--- src/rtl/i2c_ee_pkg.sv ---
package i2c_ee_pkg;
    typedef enum logic [2:0] {
        ST_IDLE,
        ST_RXDEV,
        ST_RXWORD,
        ST_RXDATA,
        ST_TX,
        ST_HOLD
    } ee_state_e;

    localparam logic [3:0] DEV_PREFIX = 4'b1010;
endpackage

--- src/rtl/i2c_line_sync.sv ---
module i2c_line_sync #(
    parameter int SYNC_STAGES = 2
) (
    input  logic clk,
    input  logic rst_n,
    input  logic scl_in,
    input  logic sda_in,
    output logic scl_rise,
    output logic scl_fall,
    output logic bus_start,
    output logic bus_stop,
    output logic sda_bit
);
    typedef struct packed {
        logic [SYNC_STAGES-1:0] scl;
        logic [SYNC_STAGES-1:0] sda;
        logic                   scl_p;
        logic                   sda_p;
    } sync_t;

    sync_t s_d, s_q;
    logic  scl_s, sda_s;

    assign scl_s = s_q.scl[SYNC_STAGES-1];
    assign sda_s = s_q.sda[SYNC_STAGES-1];

    always_comb begin
        s_d       = s_q;
        s_d.scl   = {s_q.scl[SYNC_STAGES-2:0], scl_in};
        s_d.sda   = {s_q.sda[SYNC_STAGES-2:0], sda_in};
        s_d.scl_p = scl_s;
        s_d.sda_p = sda_s;
    end

    always_ff @(posedge clk or negedge rst_n) begin
        if (!rst_n) s_q <= '1;
        else        s_q <= s_d;
    end

    // Edges and bus conditions come from the synchronised copies only.
    assign scl_rise  = scl_s & ~s_q.scl_p;
    assign scl_fall  = ~scl_s & s_q.scl_p;
    assign bus_start = scl_s & s_q.scl_p & s_q.sda_p & ~sda_s;
    assign bus_stop  = scl_s & s_q.scl_p & ~s_q.sda_p & sda_s;
    assign sda_bit   = sda_s;
endmodule

--- src/rtl/i2c_ee_ctrl.sv ---
module i2c_ee_ctrl
    import i2c_ee_pkg::*;
#(
    parameter int AW        = 11,
    parameter int DW        = 8,
    parameter int PAGE_BITS = 4
) (
    input  logic          clk,
    input  logic          rst_n,
    input  logic          scl_rise,
    input  logic          scl_fall,
    input  logic          bus_start,
    input  logic          bus_stop,
    input  logic          sda_bit,
    input  logic          wr_busy,
    input  logic [DW-1:0] mem_rdata,
    output logic          sda_pull,
    output logic [AW-1:0] mem_raddr,
    output logic          wr_req,
    output logic [AW-1:0] wr_addr,
    output logic [DW-1:0] wr_data,
    output logic          wr_commit,
    output ee_state_e     st
);
    localparam int HI_BITS = AW - DW;
    localparam int CNTW    = $clog2(DW + 2);
    localparam logic [CNTW-1:0] LAST_BIT = CNTW'(DW);
    localparam logic [CNTW-1:0] ACK_END  = CNTW'(DW + 1);

    typedef struct packed {
        ee_state_e     st;
        logic [CNTW-1:0] cnt;
        logic [DW-1:0] sh;
        logic [DW-1:0] tx;
        logic [AW-1:0] ptr;
        logic          mack;
        logic          pend;
        logic          pull;
        logic          wreq;
        logic [AW-1:0] waddr;
        logic [DW-1:0] wdata;
        logic          commit;
    } ctl_t;

    ctl_t c_d, c_q;

    always_comb begin
        c_d        = c_q;
        c_d.wreq   = 1'b0;
        c_d.commit = 1'b0;
        if (bus_stop) begin
            c_d.commit = c_q.pend;
            c_d.pend   = 1'b0;
            c_d.st     = ST_IDLE;
            c_d.cnt    = '0;
            c_d.pull   = 1'b0;
        end else if (bus_start) begin
            c_d.st   = ST_RXDEV;
            c_d.cnt  = '0;
            c_d.pull = 1'b0;
            c_d.pend = 1'b0;
        end else if (scl_rise) begin
            if (c_q.cnt != ACK_END) c_d.cnt = c_q.cnt + 1'b1;
            if (c_q.cnt < LAST_BIT) c_d.sh = {c_q.sh[DW-2:0], sda_bit};
            if (c_q.st == ST_TX && c_q.cnt == LAST_BIT) c_d.mack = ~sda_bit;
        end else if (scl_fall) begin
            case (c_q.st)
                ST_RXDEV, ST_RXWORD, ST_RXDATA: begin
                    if (c_q.cnt == ACK_END) begin
                        c_d.pull = 1'b0;
                        c_d.cnt  = '0;
                    end else if (c_q.cnt == LAST_BIT) begin
                        if (c_q.st == ST_RXDEV) begin
                            if (c_q.sh[DW-1 -: 4] == DEV_PREFIX && !wr_busy) begin
                                c_d.pull = 1'b1;
                                if (c_q.sh[0]) begin
                                    c_d.st   = ST_TX;
                                    c_d.mack = 1'b1;
                                end else begin
                                    c_d.st = ST_RXWORD;
                                    c_d.ptr[AW-1 -: HI_BITS] = c_q.sh[HI_BITS:1];
                                end
                            end else begin
                                c_d.st = ST_HOLD;
                            end
                        end else if (c_q.st == ST_RXWORD) begin
                            c_d.pull         = 1'b1;
                            c_d.ptr[DW-1:0]  = c_q.sh;
                            c_d.st           = ST_RXDATA;
                        end else begin
                            c_d.pull  = 1'b1;
                            c_d.wreq  = 1'b1;
                            c_d.waddr = c_q.ptr;
                            c_d.wdata = c_q.sh;
                            c_d.pend  = 1'b1;
                            c_d.ptr[PAGE_BITS-1:0] = c_q.ptr[PAGE_BITS-1:0] + 1'b1;
                        end
                    end
                end
                ST_TX: begin
                    if (c_q.cnt == ACK_END) begin
                        if (c_q.mack) begin
                            c_d.tx   = mem_rdata;
                            c_d.pull = ~mem_rdata[DW-1];
                            c_d.ptr  = c_q.ptr + 1'b1;
                            c_d.cnt  = '0;
                        end else begin
                            c_d.pull = 1'b0;
                            c_d.st   = ST_HOLD;
                        end
                    end else if (c_q.cnt == LAST_BIT) begin
                        c_d.pull = 1'b0;
                    end else if (c_q.cnt != '0) begin
                        c_d.tx   = c_q.tx << 1;
                        c_d.pull = ~c_q.tx[DW-2];
                    end
                end
                default: ;
            endcase
        end
    end

    always_ff @(posedge clk or negedge rst_n) begin
        if (!rst_n) begin
            c_q    <= '0;
            c_q.st <= ST_IDLE;
        end else begin
            c_q <= c_d;
        end
    end

    assign sda_pull  = c_q.pull;
    assign mem_raddr = c_q.ptr;
    assign wr_req    = c_q.wreq;
    assign wr_addr   = c_q.waddr;
    assign wr_data   = c_q.wdata;
    assign wr_commit = c_q.commit;
    assign st        = c_q.st;
endmodule

--- src/rtl/i2c_eeprom_slave_fe.sv ---
module i2c_eeprom_slave_fe
    import i2c_ee_pkg::*;
#(
    parameter int AW          = 11,
    parameter int DW          = 8,
    parameter int PAGE_BITS   = 4,
    parameter int SYNC_STAGES = 2
) (
    input  logic          clk,
    input  logic          rst_n,
    input  logic          scl_in,
    input  logic          sda_in,
    input  logic          wr_busy,
    input  logic [DW-1:0] mem_rdata,
    output logic          sda_pull,
    output logic [AW-1:0] mem_raddr,
    output logic          wr_req,
    output logic [AW-1:0] wr_addr,
    output logic [DW-1:0] wr_data,
    output logic          wr_commit
);
    logic      scl_rise, scl_fall, bus_start, bus_stop, sda_bit;
    ee_state_e ctrl_st;

    i2c_line_sync #(.SYNC_STAGES(SYNC_STAGES)) u_sync (
        .clk       (clk),
        .rst_n     (rst_n),
        .scl_in    (scl_in),
        .sda_in    (sda_in),
        .scl_rise  (scl_rise),
        .scl_fall  (scl_fall),
        .bus_start (bus_start),
        .bus_stop  (bus_stop),
        .sda_bit   (sda_bit)
    );

    i2c_ee_ctrl #(.AW(AW), .DW(DW), .PAGE_BITS(PAGE_BITS)) u_ctrl (
        .clk       (clk),
        .rst_n     (rst_n),
        .scl_rise  (scl_rise),
        .scl_fall  (scl_fall),
        .bus_start (bus_start),
        .bus_stop  (bus_stop),
        .sda_bit   (sda_bit),
        .wr_busy   (wr_busy),
        .mem_rdata (mem_rdata),
        .sda_pull  (sda_pull),
        .mem_raddr (mem_raddr),
        .wr_req    (wr_req),
        .wr_addr   (wr_addr),
        .wr_data   (wr_data),
        .wr_commit (wr_commit),
        .st        (ctrl_st)
    );
endmodule

--- config.mk ---
export PLATFORM = sky130hd
export DESIGN_NAME = i2c_eeprom_slave_fe
export DESIGN_NICKNAME = d
export VERILOG_FILES = /design/src/rtl/i2c_ee_pkg.sv /design/src/rtl/i2c_line_sync.sv /design/src/rtl/i2c_ee_ctrl.sv /design/src/rtl/i2c_eeprom_slave_fe.sv
export SDC_FILE = /design/constraint.sdc
export NUM_CORES = 1
export LEC_CHECK = 0
export BUFFER_PORTS_ARGS = -buffer_cell sky130_fd_sc_hd__buf_2
export CORE_MARGIN = 5
export CORE_UTILIZATION = 49
export CTS_CLUSTER_DIAMETER = 100
export DETAILED_ROUTE_END_ITERATION = 10
export PLACE_DENSITY = 0.66
export RECOVER_POWER = 100
export SYNTH_ARGS = -nofsm -noshare
export SYNTH_HDL_FRONTEND = slang
export SYNTH_HIERARCHICAL = 1
export SYNTH_SLANG_ARGS = --single-unit
--- constraint.sdc ---
create_clock -name clk -period 2.8 [get_ports clk]
set_input_delay 0.14 -clock clk [delete_from_list [all_inputs] [get_ports clk]]
set_output_delay 0.14 -clock clk [all_outputs]
set_load 0.02 [all_outputs]
* Yosys cells after proc, flatten, opt, wreduce, memory -nomap -nowiden
Cells that the tools add are included.
** Storage, ports and cells
- Flip-flop bits (word level) :: 64
- Input port bits :: 13
- Output and inout bits :: 33
- Logic and storage cells :: 173
** Operators by class
- $add $sub $neg :: 3
- Order comparisons :: 1
- Equal/unequal tests :: 40
- Multiplexer cells :: 64
- Bitwise logic cells :: 17
- Reductions and logical operators :: 30
** Operator list (number)
- $mux W34 :: 7
- $mux W20 :: 6
- $mux W3 :: 11
- $mux W8 :: 4
- $ne A6 B5 Y1 const B :: 5
- $mux W7 :: 4
- $reduce_bool A4 Y1 :: 7
- $mux W4 :: 6
- $mux W23 :: 1
- $mux W22 :: 1
- $pmux W11 S2 :: 1
- $reduce_and A10 Y1 :: 2
- $mux W19 :: 1
- $ne A6 B6 Y1 const B :: 3
- $ne A4 B4 Y1 const B :: 4
- $reduce_and A8 Y1 :: 2
- $mux W1 :: 15
- $ne A7 B6 Y1 const B :: 2
- $pmux W7 S2 :: 1
- $mux W13 :: 1
- $eq A4 B4 Y1 const B :: 3
- $reduce_and A12 Y1 :: 1
- $reduce_and A6 Y1 :: 2
- $add A11 B1 Y11 const B :: 1
- other kinds (30) :: 64

* Longest topological paths before layout
- Word-level depth :: 17
- Gate-level depth with buffers :: 9

* Hierarchy
Netlist, hierarchy kept.
** By module, submodules not included
- i2c_ee_ctrl :: times used 1, cells an instance 363, area each 3328.2 µm², seq. area each 1426.4 µm²
- i2c_line_sync :: times used 1, cells an instance 10, area each 190.2 µm², seq. area each 157.7 µm²

* Worst setup path before layout
No wires, ideal clock.
- Path kind :: reg2reg
- Start point :: reg u_sync.s_q, in the netlist u_sync/sda_bit
- End point :: reg u_ctrl.c_q, in the netlist u_ctrl/mem_raddr[1]
- Library setup time :: 0.125 ns
- Data arrival time :: 2.018 ns
- Required time :: 2.675 ns
- Slack :: 0.658 ns
- Stages on the path, launching flop included :: 6
- Buffers on the path :: 0
- Cells stage by stage :: dfstp_2 > and4b_1 > nor2_2 > nand2_1 > nor4_4 > mux2_2
** On the way
- Cells in the longest elaborated chain, start to end :: 4
- Elaborated cells on any way between the ends :: 8
- Those cells by class :: eq/ne (2); bitwise (5); reduce/logical (1)
** Ends and longest elaborated chain
- start: declaration :: RTL line i2c_line_sync.sv:21 : sync_t s_d, s_q;
- start signal: assignment :: RTL line i2c_line_sync.sv:36 : if (!rst_n) s_q <= '1;
- start signal: assignment :: RTL line i2c_line_sync.sv:37 : else s_q <= s_d;
- $not A1 Y1 (*) :: RTL line i2c_line_sync.sv:43 : assign bus_start = scl_s & s_q.scl_p & s_q.sda_p & ~sda_s;
- $and A1 B1 Y1 (*) :: RTL line i2c_line_sync.sv:43
- named net bus_start :: RTL line i2c_eeprom_slave_fe.sv:22 : logic scl_rise, scl_fall, bus_start, bus_stop, sda_bit;
- $ne A6 B5 Y1 (no line) (tied with other cells)
- $reduce_and A10 Y1 (no line) (*)
- end: declaration :: RTL line i2c_ee_ctrl.sv:45 : ctl_t c_d, c_q;
The timed path passes the listed nets; every way through them passes the cells marked *.
A chain may end at the register's enable or synchronous reset.

* Worst setup path after layout
- Start point :: reg, netlist name u_ctrl/st[1]
- End point :: reg, netlist name u_ctrl/st[1]
** On the way
- Cells in the longest elaborated chain, start to end :: 9
- Elaborated cells on any way between the ends :: 20
- Those cells by class :: eq/ne (9); mux (8); reduce/logical (3)
** Ends and longest elaborated chain
- $eq A3 B1 Y1 :: RTL line i2c_ee_ctrl.sv:67, i2c_ee_ctrl.sv:73
- $mux W3 :: RTL line i2c_ee_ctrl.sv:73 : if (c_q.st == ST_RXDEV) begin
- $mux W3 :: RTL line i2c_ee_ctrl.sv:72 : end else if (c_q.cnt == LAST_BIT) begin
- $mux W3 :: RTL line i2c_ee_ctrl.sv:69 : if (c_q.cnt == ACK_END) begin
- $pmux W7 S2 :: RTL line i2c_ee_ctrl.sv:67 : case (c_q.st)
- $mux W7 :: RTL line i2c_ee_ctrl.sv:66 : end else if (scl_fall) begin
- $mux W3 :: RTL line i2c_ee_ctrl.sv:62 : end else if (scl_rise) begin
- $mux W7 :: RTL line i2c_ee_ctrl.sv:57 : end else if (bus_start) begin
- $mux W7 :: RTL line i2c_ee_ctrl.sv:51 : if (bus_stop) begin
Parallel ways exist; a longest one is shown, timed or not. The select of a mux whose other input is x is not followed.

==> run metrics <==
clock latency on the worst-skew pair 0.34 ns; Hold EP u_ctrl/c_q[35]; multi-input combinational cell area approximately 1500 sq um; setup repair after global routing missed its margin no; fin crit period between 2 and 2.5 ns; Setup-failing EPs final 0; grt total ovfl 0; Synth Warn # 6; status finished, final reports clean; Final #Nets 410; global-route wire length before repair between 10,000 and 15,000 um; Post-Syn Nets about 390; Die Ht 94.5 um; sequential cell area 1580 sq um; DRC Markers 0; Port Buffers 45; final period utilization 87.6%; fmax 408 MHz; CP max stage cell or3b_1; R2R depth 5; via count 2,679; antenna violations before repair 0; DRT antenna net count 0; peak supply drop approximately 320 uV; power per cell area 659 nW/um^2; GRT Total Usage 18.5%; Final TNS setup 0 ns; relative slew slack 25.7%; fin. max-slew vios 0; most frequent cells in the layout nand2_1, dfrtp_1, clkbuf_1; DR pass1 iterations 4; DR WL/cell 15.0 um; CTS tree yes; IO Count 46; routability cong. 0.871; Avg Inst Size Synth 9.45 sq um; DP Worst Slack between 0.5 and 0.6 ns; area growth from synthesis to layout 7.44%; worst path required time 3.01 ns; setup ws final ~0.35 ns; post_cts resized 0; worst hold path cell count 3; vias in the first global route 2,605; Worst Setup End Kind flop; initial core utilization 50.9%; Worst-Margin Slew ~1.1 ns; share of post-route cells with drive strength above 1 roughly 15%; HP Start mem_rdata[0]; critical path cell sequence or3b_1 > or3_2 > a21boi_0 > mux2i_1 > nor3_2; Layout Skew between 0.008 and 0.009 ns; critical path arrival 2.67 ns; n_diodes 0; first-iteration detailed-routing DRC count 139; final hold violations 0; fillers 676; CP Launch Type flop; Setup CP Type flop to flop; row count 30; Total Routed Length roughly 7400 um; die area between 8000 and 9000 sq um; most common cell after layout, fill and taps aside nand2_1; H-Tree Depth 3; crit-path max FO 14; leak pwr 0.00168 uW; Crit path max-delay family simple AND/OR/NAND/NOR gates; Clock Path Buffers 2; Clock transition at path regs ~0.07 ns; CP max stage delay 0.61 ns; largest net degree at the start of global routing 47; post-synthesis cell area 3500 sq um; clock root buffer clkbuf_8; cell count after synthesis 370; CTS Sinks 63; number of CTS-inserted buffers 9; CORE AREA 6870 sq um; Post-DP HPWL 5230 um; vias per inst between 5 and 6; max_cap viols 0; reg-to-reg endpoint u_ctrl/st[1]; Worst R2R Setup Slack 0.35 ns; Die X 94.5 um; Hold Crit Class input pin to flop; reg-to-reg startpoint u_ctrl/st[1]; CP bufs+invs 0
sequential cells by signal, indices dropped and copies added, names as in the netlist:
signal / cells
u_sync/s_q: 2
u_sync/sda_bit: 1
u_ctrl/wr_addr: 11
u_ctrl/mem_raddr: 11
u_ctrl/sda_pull: 1
u_ctrl/wr_commit: 1
u_sync/s_d: 3
u_ctrl/wr_data: 8
u_ctrl/st: 3
u_ctrl/wr_req: 1
u_ctrl/c_q: 21
worst min-delay path, delay by kind of cell:
kind	cells	cell delay, ns
buffers and inverters	1	0.08
AO/OA/AOI/OAI	1	0.07
AND/OR/NAND/NOR	1	0.05
per-layer routing:
metal  share of wire (%)  GRT usage [%]  vias up
met2                  47           29.1       63
met1                  46           24.2     1289
li1                    -              -     1313
met3                 6.1           5.42       14
met5                   0              0        -
met4                 1.6           6.61        0
power breakdown:
part	leakage, uW	switching (uW)	internal [uW]	total [uW]
registers	0.000788	172	1020	1190
logic	0.000783	237	178	415
clock network	0.000109	347	518	865
total	0.00168	756	1720	2470
through the flow:
stage / instances / power, uW / instance area [sq um] / hold slack [ns] / util, %
6_report: 493 / 2470 / 3760 / 0.0346 / 54.7
5_1_grt: 493 / 2610 / 3760 / 0.0550 / 54.7
4_1_cts: 493 / 2510 / 3840 / 0.0243 / 55.9
3_5_place_dp: 475 / 1640 / 3600 / 0.246 / 52.4
3_3_place_gp: 475 / 1630 / 3600 / 0.245 / 52.4
2_1_floorplan: 370 / 1520 / 3500 / -0.156 / -
cell type report:
| cell class | count | share of cell area (%) |
|---|---|---|
| clock buffers | 11 | 3.76 |
| clock inverters | 4 | 1.87 |
| inverters | 5 | 0.500 |
| multi-input cells | 255 | 41.2 |
| flip-flops and latches | 63 | 42.2 |
| well taps | 96 | 3.20 |
| repair buffers | 59 | 7.33 |
timing repair:
action | CTS | global route
hold buffers | 3 | 0
hold endpoints to repair | 40 | 0
buffers inserted | 0 | 0
worst max-delay path by stage:
stage	from	cells after the start	endpoint
detailed placement	u_sync/sda_bit	6	u_ctrl/wr_data[0]
CTS	u_sync/sda_bit	6	u_ctrl/wr_data[0]
global route	u_ctrl/st[2]	5	u_ctrl/st[1]
global placement	u_sync/sda_bit	6	u_ctrl/wr_data[0]
finish	u_ctrl/st[1]	5	u_ctrl/st[1]
floorplan	u_sync/sda_bit	5	u_ctrl/mem_raddr[1]
Power figures use the tool's default switching activity.
